`config.mk`:
```
export PLATFORM = sky130hd
export DESIGN_NAME = crcgen_matrix
export DESIGN_NICKNAME = d
export VERILOG_FILES = /design/src/rtl/crcgen_pkg.sv /design/src/rtl/crcgen_regs.sv /design/src/rtl/crcgen_row.sv /design/src/rtl/crcgen_seq.sv /design/src/rtl/crcgen_matrix.sv
export SDC_FILE = /design/constraint.sdc
export NUM_CORES = 1
export LEC_CHECK = 0
export BUFFER_PORTS_ARGS = -buffer_cell sky130_fd_sc_hd__buf_2
export CAP_MARGIN = 40
export CORE_AREA = 2 2 128 179
export DETAILED_ROUTE_END_ITERATION = 6
export DIE_AREA = 0 0 130 181
export PLACE_DENSITY_LB_ADDON = 0.12
export SETUP_SLACK_MARGIN = 0.2
export SLEW_MARGIN = 20
export SYNTH_ARGS = -nofsm -noshare
export SYNTH_HDL_FRONTEND = slang
export SYNTH_SLANG_ARGS = --single-unit
```
`constraint.sdc`:
```
create_clock -name clk -period 2.6 [get_ports clk]
set_clock_uncertainty 0.05 [all_clocks]
set_input_delay 0.26 -clock clk [delete_from_list [all_inputs] [get_ports clk]]
set_output_delay 0.26 -clock clk [all_outputs]
set_load 0.1 [all_outputs]
```
`src/rtl/crcgen_pkg.sv`:
```
package crcgen_pkg;
    typedef enum logic {
        SEL_POLY = 1'b0,
        SEL_PORT = 1'b1
    } reg_sel_e;
endpackage

```
`src/rtl/crcgen_regs.sv`:
```
module crcgen_regs
    import crcgen_pkg::*;
#(
    parameter int CRC_W  = 32,
    parameter int PORT_W = 32,
    localparam int CNT_W = $clog2(PORT_W + 1)
) (
    input  logic             clk,
    input  logic             rst_n,
    input  logic             wr_en,
    input  logic             wr_addr,
    input  logic [CRC_W-1:0] wr_data,
    output logic [CRC_W-1:0] poly_hold,
    output logic [CNT_W-1:0] port_hold
);
    localparam logic [CNT_W-1:0] PMAX = CNT_W'(PORT_W);

    typedef struct packed {
        logic [CRC_W-1:0] poly;
        logic [CNT_W-1:0] port;
    } regs_t;

    regs_t r_q, r_d;
    logic [CNT_W-1:0] port_in;

    always_comb begin
        r_d     = r_q;
        port_in = wr_data[CNT_W-1:0];
        if (wr_en) begin
            if (reg_sel_e'(wr_addr) == SEL_POLY) begin
                r_d.poly = wr_data;
            end else begin
                r_d.port = (port_in == '0 || port_in > PMAX) ? PMAX : port_in;
            end
        end
    end

    always_ff @(posedge clk or negedge rst_n) begin
        if (!rst_n) begin
            r_q.poly <= '0;
            r_q.port <= PMAX;
        end else begin
            r_q <= r_d;
        end
    end

    assign poly_hold = r_q.poly;
    assign port_hold = r_q.port;

    AST_PORT_RANGE: assert property (@(posedge clk) disable iff (!rst_n)
        (port_hold != '0) && (port_hold <= PMAX));
endmodule

```
`src/rtl/crcgen_row.sv`:
```
module crcgen_row #(
    parameter int CRC_W = 32
) (
    input  logic             clk,
    input  logic             rst_n,
    input  logic             load,
    input  logic             step,
    input  logic [CRC_W-1:0] poly_hold,
    output logic [CRC_W-1:0] row
);
    typedef struct packed {
        logic [CRC_W-1:0] row;
        logic [CRC_W-1:0] poly;
    } row_t;

    row_t s_q, s_d;

    always_comb begin
        s_d = s_q;
        if (load) begin
            s_d.row  = poly_hold;
            s_d.poly = poly_hold;
        end else if (step) begin
            s_d.row = {s_q.row[CRC_W-2:0], 1'b0} ^ (s_q.row[CRC_W-1] ? s_q.poly : '0);
        end
    end

    always_ff @(posedge clk or negedge rst_n) begin
        if (!rst_n) begin
            s_q <= '0;
        end else begin
            s_q <= s_d;
        end
    end

    assign row = s_q.row;

    AST_ROW_HOLD: assert property (@(posedge clk) disable iff (!rst_n)
        (!load && !step) |=> $stable(row));
endmodule

```
`src/rtl/crcgen_seq.sv`:
```
module crcgen_seq #(
    parameter int PORT_W = 32,
    localparam int CNT_W = $clog2(PORT_W + 1)
) (
    input  logic              clk,
    input  logic              rst_n,
    input  logic              gen_start,
    input  logic [CNT_W-1:0]  port_hold,
    output logic              load,
    output logic              step,
    output logic              busy,
    output logic              done,
    output logic [PORT_W-1:0] col_en
);
    typedef struct packed {
        logic              busy;
        logic              done;
        logic [CNT_W-1:0]  left;
        logic [PORT_W-1:0] col;
    } seq_t;

    seq_t q, d;

    always_comb begin
        d      = q;
        d.done = 1'b0;
        load   = gen_start && !q.busy;
        step   = q.busy && (q.left != '0);
        if (load) begin
            d.busy = 1'b1;
            d.left = port_hold - CNT_W'(1);
            d.col  = PORT_W'(1);
        end else if (q.busy) begin
            if (q.left == '0) begin
                d.busy = 1'b0;
                d.done = 1'b1;
                d.col  = '0;
            end else begin
                d.left = q.left - CNT_W'(1);
                d.col  = {q.col[PORT_W-2:0], 1'b0};
            end
        end
    end

    always_ff @(posedge clk or negedge rst_n) begin
        if (!rst_n) begin
            q <= '0;
        end else begin
            q <= d;
        end
    end

    assign busy   = q.busy;
    assign done   = q.done;
    assign col_en = q.col;

    AST_COL_ONEHOT: assert property (@(posedge clk) disable iff (!rst_n)
        busy |-> ($countones(col_en) == 1));
    AST_IDLE_QUIET: assert property (@(posedge clk) disable iff (!rst_n)
        !busy |-> (col_en == '0));
    AST_DONE_PULSE: assert property (@(posedge clk) disable iff (!rst_n)
        done |=> !done);
    AST_NO_RESTART: assert property (@(posedge clk) disable iff (!rst_n)
        (busy && gen_start) |=> (col_en != PORT_W'(1)));
endmodule

```
`src/rtl/crcgen_matrix.sv`:
```
module crcgen_matrix #(
    parameter int CRC_W  = 32,
    parameter int PORT_W = 32,
    localparam int CNT_W = $clog2(PORT_W + 1)
) (
    input  logic              clk,
    input  logic              rst_n,
    input  logic              wr_en,
    input  logic              wr_addr,
    input  logic [CRC_W-1:0]  wr_data,
    input  logic              gen_start,
    output logic              busy,
    output logic              done,
    output logic              row_valid,
    output logic [CRC_W-1:0]  row_data,
    output logic [PORT_W-1:0] col_en
);
    logic [CRC_W-1:0] poly_hold;
    logic [CNT_W-1:0] port_hold;
    logic             load, step;
    logic [CRC_W-1:0] row;

    crcgen_regs #(.CRC_W(CRC_W), .PORT_W(PORT_W)) u_regs (
        .clk(clk), .rst_n(rst_n), .wr_en(wr_en), .wr_addr(wr_addr),
        .wr_data(wr_data), .poly_hold(poly_hold), .port_hold(port_hold)
    );

    crcgen_seq #(.PORT_W(PORT_W)) u_seq (
        .clk(clk), .rst_n(rst_n), .gen_start(gen_start), .port_hold(port_hold),
        .load(load), .step(step), .busy(busy), .done(done), .col_en(col_en)
    );

    crcgen_row #(.CRC_W(CRC_W)) u_row (
        .clk(clk), .rst_n(rst_n), .load(load), .step(step),
        .poly_hold(poly_hold), .row(row)
    );

    assign row_valid = busy;
    assign row_data  = busy ? row : '0;

    AST_DONE_IDLE: assert property (@(posedge clk) disable iff (!rst_n)
        done |-> (!busy && row_data == '0));
    AST_START_ROW0: assert property (@(posedge clk) disable iff (!rst_n)
        (!busy && gen_start) |=> (row_valid && col_en[0]));
endmodule

```
==> metrics.cfg <==
[clocking]
cts_buffers=17
clock_latency_ns=0.42
clkSinkCount=142
h-tree-depth=4
clock_tree.root_cell=clkbuf_16
clk_path_buf_depth=2
cts_tree=yes
cts.clk_slew.worst_paths_ns=0.06
post_cts_buffers=0

[critical_path]
startpoint=u_seq.busy
arrival_ns=1.93
required_ns=2.29
cp-end-kind=primary output
crit_fanout=37
r2r_slack_ns=0.39
path_class=reg -> out
r2r_start=u_seq.q[34]
crit_path_start_kind=flop

[floorplan]
ioPinCount=104
die_y_um=181
dieArea_um2=23500
core_um2=21900
row_count=64
start_util_pct=30.5
die_w_um=130

[yosys]
synth_seq_cells=142
yosysSeqAreaShare_pct=53.3
syn-instance-count=610
yosys-top-cells-count=dfrtp_1, nand2_1, o21ai_0
synth.distinct_cells=37
ys_async_sr_fraction_pct=100
yosysMostFrequentCell=dfrtp_1
avgSynthCellArea_um2=10.9
synth_area_leaders=dfrtp_1, nand2_1, mux2_4, mux2_2, xor2_1
synth_nets=650
netlist_area_um2=6670
synth_edf_count=0
yosysWarnings=0
synth-main-ff-cell=dfrtp_1
synth_area_leader_cell=dfrtp_1
synth_top_area_share_pct=52.9

[final_layout]
drive_above_1_share_pct=33.5
area_growth_pct=19.4
multi_input_area_um2=2720
seq_area_um2=3560
nFillCells=2221
final_nets=720

[grt]
grtUsageMet3_pct=3.14
grt_usage_pct=13.8
grt_pass1_wl_um=25300
grt_start_max_net_pins=66
use_met2_pct=23.0
top_usage_layer=met2
grt_util_met1_pct=17.4
antenna_found_initial=1
grt_pass1_vias=4764
globalRouteOverflowTotal=0

[detailed_routing]
wire_per_inst_um=15.4
vias=4483
drt_wl_total_um=15200
first_iter_violations=145
route.detailed.drc=0
detail-route-antenna-nets=0
via_per_inst=4.52
dr.pass1.iters=4

[timing]
fmax_mhz=447
slew_viol_final=0
fin_tns_setup_ns=0
setup_viol=0
grt_setup_unrepaired=no
fin_crit_ns=2.24
timing.slew.headroom_pct=58.9
worst_pin_slew_ns=0.616
hold_violations=0
period_share_pct=86.0

[place]
portBuffers=103
gp_congestion=0.741
hpwl_um=9740

[worst_hold_path]
hp-start=wr_data[13]
hold_path.class=in -> reg

[run]
cap_violations=0

[run_status]
status=finished clean

## layout by cell type, fill, tap and decap left out, drive strengths merged, types with 3 or more instances in the layout
cell type / n
clkbuf: 17
a22o: 31
nor2: 8
nand2: 137
nor2b: 3
dfrtp: 141
nand2b: 7
clkinvlp: 4
mux2: 62
and2: 32
clkinv: 5
dlygate4sd3: 5
ha: 3
inv: 10
xor2: 33
o21ai: 44
buf: 115
nand3: 3
or2: 3
a21oi: 4
xnor2: 3
o211ai: 3
## layer usage
metal / routed length [µm] / up-vias / part of all wire, %
met5: 0 / - / 0
met4: 236 / 0 / 1.6
met3: 523 / 16 / 3.4
met2: 7630 / 95 / 50
met1: 6840 / 2227 / 45
li1: - / 2145 / -
## through the flow
step                      worst slack, ns  area [µm²]  hold slack (ns)  std cells  utilization [%]
final                               0.363        7970           0.0202        991             36.4
after global routing                0.278        7970          0.00434        990             36.4
after CTS                           0.221        7960         0.000975        990             36.4
after detailed placement            0.297        7320            0.261        953             33.5
after global placement              0.276        7290            0.260        951             33.3
after floorplan                     0.288        6690          -0.0856        610                -
## timing repair
item                                   4_1_cts  5_1_grt
gates resized for setup                      0        3
hold buffers                                 5        0
setup endpoints to repair                    0       24
endpoints found under the hold margin       62        0
## final timing paths
kind,end,depth (start not counted)
hold / removal,u_regs.poly_hold[13],2
hold reg to reg,u_row.s_q[5],2
setup reg to reg,u_row.row[27],5
setup / recovery,row_data[26],3
min in group asynchronous,u_regs.port_hold[4],2
max in group asynchronous,u_row.s_q[6],3
## logic make-up (layout without fill, tap and decap cells)
group / Yosys count / count (layout) / synth area share, %
AND/OR/NAND/NOR: 200 / 200 / 13.3
flip-flops: 142 / 142 / 53.3
AO/OA/AOI/OAI: 90 / 90 / 9.22
buffers and inverters: 75 / 158 / 6.56
multiplexers: 64 / 64 / 12.4
XOR/XNOR: 36 / 36 / 4.72
adder cells (fa/ha/maj): 3 / 3 / 0.562
other: 0 / 1 / 0
## sequential cells by signal, summed over array words and instances (netlist names)
register and cells:
u_regs.poly_hold 32, u_regs.port_hold 6, u_row.row 32, u_row.s_q 32
u_seq.busy 1, u_seq.col_en 32, u_seq.done 1, u_seq.q 6
## cell type report
class / count / area share [%]
antenna: 1 / 0.0314
clock buffer: 17 / 5.34
clock inverter: 15 / 2.03
inverter: 6 / 0.314
multi-input combinational: 393 / 34.1
sequential: 142 / 44.6
tap: 297 / 4.66
timing repair buffer: 120 / 8.92
## worst max-delay path: stages, from the launching register on
cell and delay, ns:
dfrtp_2 0.52, buf_6 0.32, and2_1 0.22, buf_2 0.44
Power is not shown: default switching activity piles up to over one toggle a cycle in this logic, so the estimate is an artifact.
